$ cat config.mk
export PLATFORM = sky130hd
export DESIGN_NAME = rdimm_pwr_seq
export DESIGN_NICKNAME = d
export VERILOG_FILES = /design/src/rtl/rdimm_pwr_seq.sv
export SDC_FILE = /design/constraint.sdc
export NUM_CORES = 1
export LEC_CHECK = 0
export BUFFER_PORTS_ARGS = -buffer_cell sky130_fd_sc_hd__clkbuf_2
export CAP_MARGIN = 10
export CORE_ASPECT_RATIO = 1.2
export CORE_MARGIN = 4
export CORE_UTILIZATION = 52
export CTS_CLUSTER_DIAMETER = 60
export DETAILED_ROUTE_END_ITERATION = 10
export GPL_TIMING_DRIVEN = 0
export PLACE_DENSITY = 0.84
export SKIP_LAST_GASP = 1
export SYNTH_ARGS = -nofsm -noshare
export SYNTH_HDL_FRONTEND = slang
export SYNTH_SLANG_ARGS = --single-unit
$ cat constraint.sdc
create_clock -name clk -period 2.5 [get_ports clk]
set_input_delay 0.125 -clock clk [delete_from_list [all_inputs] [get_ports clk]]
set_output_delay 0.125 -clock clk [all_outputs]
set_load 0.03 [all_outputs]
$ cat src/rtl/rdimm_pwr_seq.sv
module rdimm_pwr_seq #(
  parameter int CLK_MHZ       = 100,
  parameter int PLL_US        = 100,
  parameter int STAB_US       = 200,
  parameter int ACT_CYC       = 16,
  parameter bit QUIET_ALL_LOW = 1'b0,
  parameter bit SR_CLK_GATE   = 1'b1
) (
  input  logic clk,
  input  logic rst_n,
  input  logic clk_good,
  input  logic sr_req,
  input  logic init_done,
  output logic reset_n,
  output logic cke,
  output logic cs_n,
  output logic ras_n,
  output logic cas_n,
  output logic we_n,
  output logic clk_en,
  output logic init_start,
  output logic busy
);

  localparam int PLL_CYC  = CLK_MHZ * PLL_US;
  localparam int STAB_CYC = CLK_MHZ * STAB_US;
  localparam int MAX_CYC  = (PLL_CYC > STAB_CYC) ? ((PLL_CYC > ACT_CYC) ? PLL_CYC : ACT_CYC)
                                                 : ((STAB_CYC > ACT_CYC) ? STAB_CYC : ACT_CYC);
  localparam int CW       = $clog2(MAX_CYC + 1) + 1;
  localparam logic [3:0] QUIET = QUIET_ALL_LOW ? 4'b0000 : 4'b1111;
  localparam logic [3:0] SRE   = 4'b0001;

  typedef enum logic [3:0] {
    ST_WCLK, ST_PLL, ST_STAB, ST_ACT, ST_START, ST_INIT,
    ST_IDLE, ST_SRE, ST_SRHOLD, ST_SRRST, ST_SR
  } state_t;

  state_t state, nxt;
  logic [CW-1:0] cnt;

  wire pll_done  = (cnt == CW'(PLL_CYC - 1));
  wire stab_done = (cnt == CW'(STAB_CYC - 1));
  wire act_done  = (cnt == CW'(ACT_CYC - 1));

  always_comb begin
    nxt = state;
    unique case (state)
      ST_WCLK:   if (clk_good) nxt = ST_PLL;
      ST_PLL:    if (!clk_good) nxt = ST_WCLK; else if (pll_done) nxt = ST_STAB;
      ST_STAB:   if (!clk_good) nxt = ST_WCLK; else if (stab_done) nxt = ST_ACT;
      ST_ACT:    if (act_done) nxt = ST_START;
      ST_START:  nxt = ST_INIT;
      ST_INIT:   if (init_done) nxt = ST_IDLE;
      ST_IDLE:   if (sr_req) nxt = ST_SRE;
      ST_SRE:    nxt = ST_SRHOLD;
      ST_SRHOLD: nxt = ST_SRRST;
      ST_SRRST:  nxt = ST_SR;
      ST_SR:     if (!sr_req) nxt = ST_WCLK;
      default:   nxt = ST_WCLK;
    endcase
  end

  always_ff @(posedge clk or negedge rst_n) begin
    if (!rst_n) begin
      state <= ST_WCLK;
      cnt   <= '0;
    end else begin
      state <= nxt;
      cnt   <= (nxt != state) ? '0 : cnt + 1'b1;
    end
  end

  logic [3:0] cmd;
  assign cmd = (state == ST_SRE) ? SRE : QUIET;
  assign {cs_n, ras_n, cas_n, we_n} = cmd;

  assign reset_n    = state inside {ST_ACT, ST_START, ST_INIT, ST_IDLE, ST_SRE, ST_SRHOLD};
  assign cke        = state inside {ST_START, ST_INIT, ST_IDLE};
  assign init_start = (state == ST_START);
  assign busy       = (state != ST_IDLE);
  assign clk_en     = !(SR_CLK_GATE && state == ST_SR);

  // clock enable is low while the module reset is asserted
  p_cke_low_in_reset_r4: assert property (@(posedge clk) disable iff (!rst_n)
    !reset_n |-> !cke);

  // command pins do not move across the reset release
  p_cmd_stable_release_r4: assert property (@(posedge clk) disable iff (!rst_n)
    $rose(reset_n) |-> $stable({cs_n, ras_n, cas_n, we_n}) && !cke);

  // the start handoff is a single-cycle pulse
  p_start_pulse_r5: assert property (@(posedge clk) disable iff (!rst_n)
    init_start |=> !init_start);

  // idle implies module out of reset with clock enable high
  p_idle_ready_r7: assert property (@(posedge clk) disable iff (!rst_n)
    !busy |-> reset_n && cke && clk_en);

  // after the entry command the reset is still high for a cycle
  p_sre_hold_r8: assert property (@(posedge clk) disable iff (!rst_n)
    ({cs_n, ras_n, cas_n, we_n} == SRE) |=> reset_n && !cke);

  // reset only falls once the entry command has passed
  p_reset_after_cmd_r8: assert property (@(posedge clk) disable iff (!rst_n)
    $fell(reset_n) |-> !cke && ($past({cs_n, ras_n, cas_n, we_n}) != SRE));

  // clocks are gated only with the module in reset
  p_gate_in_reset_r8: assert property (@(posedge clk) disable iff (!rst_n)
    !clk_en |-> !reset_n && $past(!reset_n));

endmodule

==> reports/metrics.yaml, run 1 <==
fp-row-count: 20
viasPerCell: 6.61
ys_ff_latch: 20
io_pins: 14
drt_iter0_markers: 82
yosys.area.top_type: "dfrtp_1"
yosys.cell_types.count: 41
hpwl_um: 2460
relSlewSlack_pct: 55.3
cts.htree.levels: 1
hold_depth: 5
dieArea_um2: 3670
dr.pass1.iters: 5
port_buffers: 12
worstHoldStart: "sr_req"
grt_max_degree: 21
hold_end: "state[1]$_DFF_PN0_"
drv_cap: 0
drive_gt1_share_pct: 33.3
worstRegToRegCells: 7
worstReg2RegEnd: "cnt[6]$_DFF_PN0_"
start_util_pct: 55.7
critPathBufInv: 2
rsz0062_at_grt: "true"
leakage_nw: 0.670
slowest_delay_ns: 0.54
final_core_util_pct: 68.1
crit_slowest_cell: "or4_4"
crit_required_ns: 2.67
syn_nets: 154
synthFlopType: "dfrtp_1"
seq_area_frac_synth_pct: 34.8
grt_pass1_vias: 1318
hold_path_class: "in -> reg"
start_kind: "register"
fin_crit_sh_pct: 99.9
antennaDiodeCount: 0
netlist.area_leader.share_pct: 34.8
synth_cells: 148
rrSetupSlack_ns: 0.002
crit_type: "reg -> reg"
antenna_found_initial: 0
crit_path_max_fanout: 5
clock_skew_ns: 0.00921
overflow: 0
r2r_start: "cnt[11]$_DFF_PN0_"
die_x_um: 56.0
drc: 0
synth_common_cells: "20 x dfrtp_1, 12 x nor2_1, 10 x a2111oi_2, 10 x nand3_1, 9 x nand2_1"
p_per_area_nw_per_um2: 881
hold_viol_final: 0
wl_um: 3960
min_period_ns: 2.50
cts_root_buf: "clkbuf_4"
grt_pass1_wl_um: 6110
irDropWorstVdd_v: 0.000613
timing.final.max_slew_violations: 0
tightestPinTransition_ns: 0.670
cts_buffers: 3
ys_warn_count: 0
syn_to_final_growth_pct: 22.1
fillerInstances: 187
path_cells: "or4_4 -> or4_1 -> o31a_1 -> nor4_4 -> buf_6 -> buf_8 -> a2111oi_2"
die_h_um: 65.6
end_kind: "register"
cts.sinks: 20
outcome: "completed"
syn-cell-area_um2: 1440
ys_async_sr_fraction_pct: 100
synth.avg_cell_area_um2: 9.71
tritoncts: "done"
path_clk_slew_ns: 0.13
max_freq_ghz: 0.400
worstSkewPairLatency_ns: 0.32
nets: 185
crit_arrival_ns: 2.67
synth.top_cells.by_area: "dfrtp_1 35%, a2111oi_2 10%, xnor2_1 4.3%, xor2_1 4.3%, a2111oi_0 3.7%"
dp_cells: 193
track_usage_pct: 21.0
setup_violations: 0
wl_per_cell_um: 18.9
clock_path_buffers: 2
synth_enable_flop_cells: 0
gp_congestion: 0.871
vias: 1389
total_power_w: 0.00154
fin_setup_tns_ns: 0
drtAntennaViolNets: 0
coreArea_um2: 2580
final_cells: 210
synth.most_common_cell: "dfrtp_1"
crit_family: "simple AND/OR/NAND/NOR gates"
## state kept, by name, summed over array words and instances (netlist names)
| name | cells |
|---|---|
| state | 4 |
| cnt | 16 |
## metrics by stage
stage               cell area [um2]  setup WS (ns)  hold WS [ns]
floorplan                      1440         0.0743        -0.171
global placement               1540         -0.101         0.115
detailed placement             1540         -0.197         0.129
CTS                            1640        0.00501         0.170
global route                   1750        -0.0515         0.190
finish                         1750        0.00222         0.203
## power by group
part	internal, W	leakage, nW	switching, W	total, W
Sequential	0.000368	0.269	0.0000388	0.000406
Combinational	0.000368	0.387	0.000599	0.000967
Clock	0.0000565	0.0138	0.000114	0.000171
## worst max-delay path by stage
stage          slack (ns)  cells past startpoint               from                end
2_1_floorplan        0.07                      6   cnt[4]$_DFF_PN0_  cnt[10]$_DFF_PN0_
3_3_place_gp        -0.10                      6   cnt[4]$_DFF_PN0_   cnt[6]$_DFF_PN0_
3_5_place_dp        -0.20                      6   cnt[4]$_DFF_PN0_   cnt[6]$_DFF_PN0_
4_1_cts             0.005                      6   cnt[4]$_DFF_PN0_   cnt[6]$_DFF_PN0_
5_1_grt             -0.05                      6   cnt[5]$_DFF_PN0_   cnt[1]$_DFF_PN0_
6_report            0.002                      7  cnt[11]$_DFF_PN0_   cnt[6]$_DFF_PN0_
## tightest hold or removal path, stage by stage
cell and delay [ns]:
clkbuf_2 0.11, a21oi_1 0.08, nor2_1 0.08, nor2_1 0.04, nand2_1 0.05
## logic make-up after synthesis
| group | count (synthesis) | synth area share [%] |
|---|---|---|
| adder cells (fa/ha/maj) | 1 | 0.871 |
| other | 1 | 0.261 |
| AND/OR/NAND/NOR | 60 | 24.8 |
| XOR/XNOR | 14 | 8.54 |
| buffers and inverters | 18 | 6.62 |
| flip-flops | 20 | 34.8 |
| AO/OA/AOI/OAI | 34 | 24.0 |
## area by class of cell
| class | instances | area (um2) | share of cell area (%) |
|---|---|---|---|
| Multi-Input combinational cell | 110 | 908 | 51.8 |
| Sequential cell | 20 | 504 | 28.7 |
| Timing Repair Buffer | 26 | 176 | 10.1 |
| Buffer | 12 | 78.8 | 4.49 |
| Tap cell | 33 | 41.3 | 2.35 |
| Clock buffer | 3 | 22.5 | 1.28 |
| Inverter | 6 | 22.5 | 1.28 |
## layout by cell type (no fill, tap or decap), types with 4 or more instances in the layout
cell type / instances
a2111oi_1: 4
a2111oi_2: 8
a2111oi_4: 4
a21oi_1: 6
buf_4: 12
buf_6: 4
clkbuf_1: 6
clkbuf_2: 12
clkbuf_4: 4
dfrtp_1: 17
inv_1: 6
nand2_1: 9
nand2b_1: 4
nand3_1: 9
nor2_1: 11
xnor2_1: 7
xor2_1: 7
## routing by layer
| metal | GRT usage [%] | vias to the layer above | part of all wire, % |
|---|---|---|---|
| li1 | - | 615 | - |
| met1 | 25.0 | 672 | 39 |
| met2 | 36.7 | 81 | 49 |
| met3 | 3.73 | 21 | 7.5 |
| met4 | 9.20 | 0 | 4.6 |
| met5 | 0 | - | 0 |
## repair_timing
item,CTS,global route
endpoints found under the setup margin,17,16
cloned,1,1
pin swaps,6,6
hold buffers,1,0
hold endpoints to repair,20,0
resized for setup,7,16
buffers inserted,6,5
No activity file was read; power rests on OpenSTA's default activity.
==> run 2, diff against run 1 <==
- CORE_UTILIZATION: 52 -> 35
- PLACE_DENSITY: 0.84 -> 0.64
- SETUP_SLACK_MARGIN: unset -> 0.2
==> reports/metrics.yaml, run 2 (synthesized netlist as in run 1, its figures left out) <==
wl_per_cell_um: 16.7  # was 18.9 um
grt_max_degree: 21  # unchanged
slowest_delay_ns: 0.54  # about the same
leakage_nw: 0.736  # was 0.670 nW
swShare_pct: 46.4  # was 48.7%
cts_root_buf: "clkbuf_8"  # was clkbuf_4
top_regs: "cnt (16), state (4)"  # unchanged
io_pins: 14  # unchanged
drtAntennaViolNets: 0  # unchanged
crit_top_cell: "or4_4"
die_h_um: 78.2  # was 65.6 um
drv_cap: 0  # unchanged
port_buffers: 12  # unchanged
power_frac_seq_pct: 23.3  # was 26.3%
drc: 0  # unchanged
clkPwrFrac_pct: 12.4  # was 11.1%
worstSkewPairLatency_ns: 0.26  # was 0.32 ns
track_usage_pct: 16.2  # was 21.0%
tritoncts: "done"  # unchanged
outcome: "completed"  # unchanged
clock_path_buffers: 2  # unchanged
cts.sinks: 20  # unchanged
rsz0062_at_grt: "true"  # unchanged
p_int_w: 0.000941  # was 0.000793 W
fp-row-count: 25  # was 20
fillerInstances: 367  # was 187
grt_pass1_wl_um: 6630  # was 6110 um
crit_slowest_cell: "or4_4"  # unchanged
cts_buffers: 3  # unchanged
dieArea_um2: 5200  # was 3670 um2
layout_common_cells: "20 x dfrtp_1, 18 x buf_4, 15 x clkbuf_2"  # was 17 x dfrtp_1, 12 x buf_4, 12 x clkbuf_2
tightestPinTransition_ns: 0.709  # was 0.670 ns
cts.htree.levels: 1  # unchanged
relSlewSlack_pct: 52.7  # was 55.3%
hpwl_um: 2480  # was 2460 um
coreArea_um2: 3940  # was 2580 um2
antennaDiodeCount: 0  # unchanged
end_kind: "register"  # unchanged
max_freq_ghz: 0.408  # was 0.400 GHz
crit_path_max_fanout: 5  # unchanged
grt_pass1_vias: 1390  # was 1318
hold_path_class: "in -> reg"  # unchanged
path_cells: "or4_4 -> or4_4 -> o31a_1 -> nor4_4 -> buf_4 -> buf_6 -> buf_8 -> a2111oi_4"  # was or4_4 -> or4_1 -> o31a_1 -> nor4_4 -> buf_6 -> buf_8 -> a2111oi_2
setup_violations: 0  # unchanged
antenna_found_initial: 0  # unchanged
crit_type: "reg -> reg"  # unchanged
vias: 1351  # was 1389
irDropWorstVdd_v: 0.000675  # was 0.000613 V
p_per_area_nw_per_um2: 914  # was 881 nW/um2
combPwrFrac_pct: 64.3  # was 62.6%
hold_viol_final: 0  # unchanged
drt_iter0_markers: 54  # was 82
hold_ws_ns: 0.219  # was 0.203 ns
dp_slack_ns: -0.161  # was -0.197 ns
nets: 191  # was 185
start_util_pct: 36.4  # was 55.7%
die_x_um: 66.5  # was 56.0 um
largest_reg_flops: 16  # unchanged
viasPerCell: 5.70  # was 6.61
gp_congestion: 0.860  # was 0.871
overflow: 0  # unchanged
wl_um: 3970  # was 3960 um
syn_to_final_growth_pct: 33.9  # was 22.1%
drive_gt1_share_pct: 37.2  # was 33.3%
clock_skew_ns: 0.00534  # was 0.00921 ns
path_clk_slew_ns: 0.08  # was 0.13 ns
min_period_ns: 2.45  # was 2.50 ns
crit_required_ns: 2.61  # was 2.67 ns
area.sequential_um2: 500  # was 504 um2
multi_input_area_um2: 968  # was 908 um2
start_kind: "register"  # unchanged
largest_register: "cnt"  # unchanged
setup_slack_ns: 0.0466  # was 0.00222 ns
crit_arrival_ns: 2.56  # was 2.67 ns
switchingPower_w: 0.000816  # was 0.000752 W
timing.final.max_slew_violations: 0  # unchanged
final_common_cell: "dfrtp_1"  # unchanged
dr.pass1.iters: 4  # was 5
fin_crit_sh_pct: 98.1  # was 99.9%
==> run 2: metrics by stage <==
step           cells  cell area [um2]   TNS, ns  power (W)  utilization (%)
6_report         237             1920         0    0.00176             48.8
5_1_grt          237             1920  -0.00340    0.00186             48.8
3_5_place_dp     214             1570     -1.81    0.00109             39.8
2_1_floorplan    148             1440         0   0.000931                -
3_3_place_gp     214             1570     -1.05    0.00105             39.8
4_1_cts          233             1750         0    0.00143             44.4
==> run 2: worst paths after layout <==
| kind | start | cells after the start | slack, ns | endpoint |
|---|---|---|---|---|
| worst max register to register | cnt[11]$_DFF_PN0_ | 8 | 0.05 | cnt[7]$_DFF_PN0_ |
| worst min register to register | cnt[0]$_DFF_PN0_ | 1 | 0.50 | cnt[0]$_DFF_PN0_ |
| max in group asynchronous | rst_n | 2 | 1.75 | cnt[10]$_DFF_PN0_ |
| worst min-delay path | sr_req | 3 | 0.22 | state[3]$_DFF_PN0_ |
| min in group asynchronous | rst_n | 2 | 0.38 | cnt[15]$_DFF_PN0_ |
| worst max-delay path | cnt[11]$_DFF_PN0_ | 8 | 0.05 | cnt[7]$_DFF_PN0_ |
==> run 2: layout make-up <==
class                           count  share of cell area, %
Buffer                             12                   4.55
Clock buffer                        3                   2.15
Inverter                            6                   1.17
Multi-Input combinational cell    110                   50.4
Sequential cell                    20                   26.0
Tap cell                           54                   3.51
Timing Repair Buffer               32                   12.2
==> run 2: worst max-delay path, delay by kind of cell (launching register included) <==
family | cells | cell delay (ns)
and+or+nand+nor | 3 | 1.10
DFF | 1 | 0.42
buffers and inverters | 3 | 0.42
AOI/OAI and AO/OA | 2 | 0.35
==> run 2: power groups by stage <==
stage / combinational (W) / clock (W) / sequential [W]
3_3_place_gp: 0.000646 / 0 / 0.000408
4_1_cts: 0.000806 / 0.000221 / 0.000406
2_1_floorplan: 0.000531 / 0 / 0.000401
3_5_place_dp: 0.000675 / 0 / 0.000411
5_1_grt: 0.00121 / 0.000241 / 0.000416
6_report: 0.00113 / 0.000218 / 0.000410
==> run 2: what timing repair did <==
action	4_1_cts	5_1_grt
gates resized for setup	8	30
setup buffers	13	4
pin swaps	6	2
setup endpoints to repair	17	19
hold endpoints to repair	20	0
gates cloned	2	0
hold buffers	1	0
==> run 2: layer usage <==
metal	track usage, %	wire length [um]
met3	2.43	155
met2	26.3	1900
met1	20.5	1730
met4	8.13	181
met5	0	0
==> run 3, diff against run 2 <==
- CAP_MARGIN: 10 -> 40
- REMOVE_ABC_BUFFERS: unset -> 1
==> reports/metrics.yaml, run 3 (synthesized netlist as in run 1, its figures left out) <==
outcome: "completed"  # unchanged
port_buffers: 12  # unchanged
start_util_pct: 36.4  # unchanged
cts_root_buf: "clkbuf_8"  # unchanged
clock_path_buffers: 2  # unchanged
crit_arrival_ns: 2.58  # was 2.56 ns
worstSkewPairLatency_ns: 0.26  # about the same
vias: 1211  # was 1351
top_regs: "cnt (16), state (4)"  # unchanged
leakage_nw: 0.641  # was 0.736 nW
io_pins: 14  # unchanged
final_cells: 218  # was 237
p_per_area_nw_per_um2: 832  # was 914 nW/um2
start_kind: "register"  # unchanged
cts_buffers: 3  # unchanged
grt_pass1_vias: 1262  # was 1390
dp_cells: 206  # was 214
min_period_ns: 2.45  # about the same
die_x_um: 66.5  # unchanged
drt_iter0_markers: 43  # was 54
crit_required_ns: 2.63  # was 2.61 ns
antennaDiodeCount: 0  # unchanged
nets: 172  # was 191
drc: 0  # unchanged
rsz0062_at_grt: "true"  # unchanged
gp_congestion: 0.844  # was 0.860
hold_ws_ns: 0.246  # was 0.219 ns
dp_slack_ns: -0.235  # was -0.161 ns
layout_common_cells: "17 x dfrtp_1, 12 x clkbuf_2, 11 x nor2_1, 11 x a2111oi_2"  # was 20 x dfrtp_1, 18 x buf_4, 15 x clkbuf_2
switchingPower_w: 0.000647  # was 0.000816 W
end_kind: "register"  # unchanged
drive_gt1_share_pct: 32.9  # was 37.2%
hpwl_um: 2310  # was 2480 um
swShare_pct: 45.7  # was 46.4%
overflow: 0  # unchanged
grt_max_degree: 21  # unchanged
clock_skew_ns: 0.00189  # was 0.00534 ns
clkPwrFrac_pct: 14.7  # was 12.4%
syn_to_final_growth_pct: 18.5  # was 33.9%
dr.pass1.iters: 4  # unchanged
antenna_found_initial: 0  # unchanged
crit_path_max_fanout: 4  # was 5
dieArea_um2: 5200  # unchanged
wl_um: 3350  # was 3970 um
largest_register: "cnt"  # unchanged
final_common_cell: "dfrtp_1"  # unchanged
die_h_um: 78.2  # unchanged
hold_path_class: "in -> reg"  # unchanged
largest_reg_flops: 16  # unchanged
drtAntennaViolNets: 0  # unchanged
p_int_w: 0.000769  # was 0.000941 W
tightestPinTransition_ns: 0.508  # was 0.709 ns
cts.htree.levels: 1  # unchanged
grt_pass1_wl_um: 5840  # was 6630 um
relSlewSlack_pct: 66.1  # was 52.7%
setup_slack_ns: 0.0499  # was 0.0466 ns
wl_per_cell_um: 15.3  # was 16.7 um
fin_setup_tns_ns: 0  # unchanged
combPwrFrac_pct: 51.9  # was 64.3%
max_freq_ghz: 0.408  # about the same
cts.sinks: 20  # unchanged
coreArea_um2: 3940  # unchanged
track_usage_pct: 14.5  # was 16.2%
irDropWorstVdd_v: 0.000421  # was 0.000675 V
setup_violations: 0  # unchanged
tritoncts: "done"  # unchanged
fp-row-count: 25  # unchanged
fin_area_um2: 1700  # was 1920 um2
drv_cap: 0  # unchanged
post_dp_cell_area_um2: 1540  # was 1570 um2
timing.final.max_slew_violations: 0  # unchanged
fin_crit_sh_pct: 98.0  # was 98.1%
power_frac_seq_pct: 33.4  # was 23.3%
viasPerCell: 5.56  # was 5.70
hold_viol_final: 0  # unchanged
crit_type: "reg -> reg"  # unchanged
path_clk_slew_ns: 0.07  # was 0.08 ns
[run 3: cell types whose count changed in the layout (fill, tap and decap cells not counted), moves of 2 or more]
cell | before | now
a2111oi_0 | 3 | 0
dfrtp_1 | 20 | 17
buf_4 | 18 | 8
a2111oi_4 | 8 | 1
clkbuf_1 | 3 | 0
clkbuf_2 | 15 | 12
dfrtp_2 | 0 | 3
a2111oi_2 | 4 | 11
a2111oi_1 | 2 | 5
buf_6 | 5 | 3
[run 3: area by class of cell]
class                      instances  area [um2]
inverter                           6        22.5
tap                               54        67.6
multi-input combinational        110         887
clock buffer                       3        41.3
fill                             405        2240
sequential                        20         504
timing repair buffer              25         179
[run 3: worst max-delay path, cell delays in order, from the launching register on]
cell and delay (ns):
dfrtp_1 0.40, or4_4 0.54, or4_4 0.41, o31a_1 0.29, nor4_4 0.39, buf_4 0.22, a2111oi_2 0.07
[run 3: power by group through the flow]
stage,Clock [W],Combinational [W],Sequential (W)
finish,0.000209,0.000735,0.000473
detailed placement,0,0.000614,0.000473
CTS,0.000219,0.000733,0.000471
global route,0.000239,0.000794,0.000481
global placement,0,0.000469,0.000503
floorplan,0,0.000378,0.000473
[run 3: repair_timing]
| item | in CTS | in global routing |
|---|---|---|
| pin swaps | 8 | 2 |
| buffers inserted | 7 | 0 |
| endpoints found under the hold margin | 20 | 0 |
| hold buffers | 1 | 0 |
| cloned | 1 | 0 |
| resized for setup | 16 | 5 |
| endpoints found under the setup margin | 17 | 17 |
[run 3: stage by stage]
stage                     total power [W]  util [%]
after detailed placement          0.00109      39.0
after CTS                         0.00142      42.9
final                             0.00142      43.2
after floorplan                  0.000851         -
after global routing              0.00151      43.2
after global placement           0.000972      37.8
[run 3: worst paths after layout]
path,startpoint,end,slack (ns),depth (start not counted)
worst max register to register,cnt[11]$_DFF_PN0_,cnt[7]$_DFF_PN0_,0.05,6
worst min-delay path,sr_req,state[3]$_DFF_PN0_,0.25,3
max in group asynchronous,rst_n,state[2]$_DFF_PN0_,1.76,2
min in group asynchronous,rst_n,cnt[1]$_DFF_PN0_,0.37,2
worst min register to register,cnt[0]$_DFF_PN0_,cnt[0]$_DFF_PN0_,0.52,1
worst max-delay path,cnt[11]$_DFF_PN0_,cnt[7]$_DFF_PN0_,0.05,6
[run 3: routing by layer]
metal | global-route usage [%] | wire [um] | share of wire (%)
met3 | 3.00 | 122 | 3.6
met1 | 17.8 | 1470 | 44
met4 | 6.91 | 68 | 2.0
met2 | 23.9 | 1690 | 50
met5 | 0 | 0 | 0
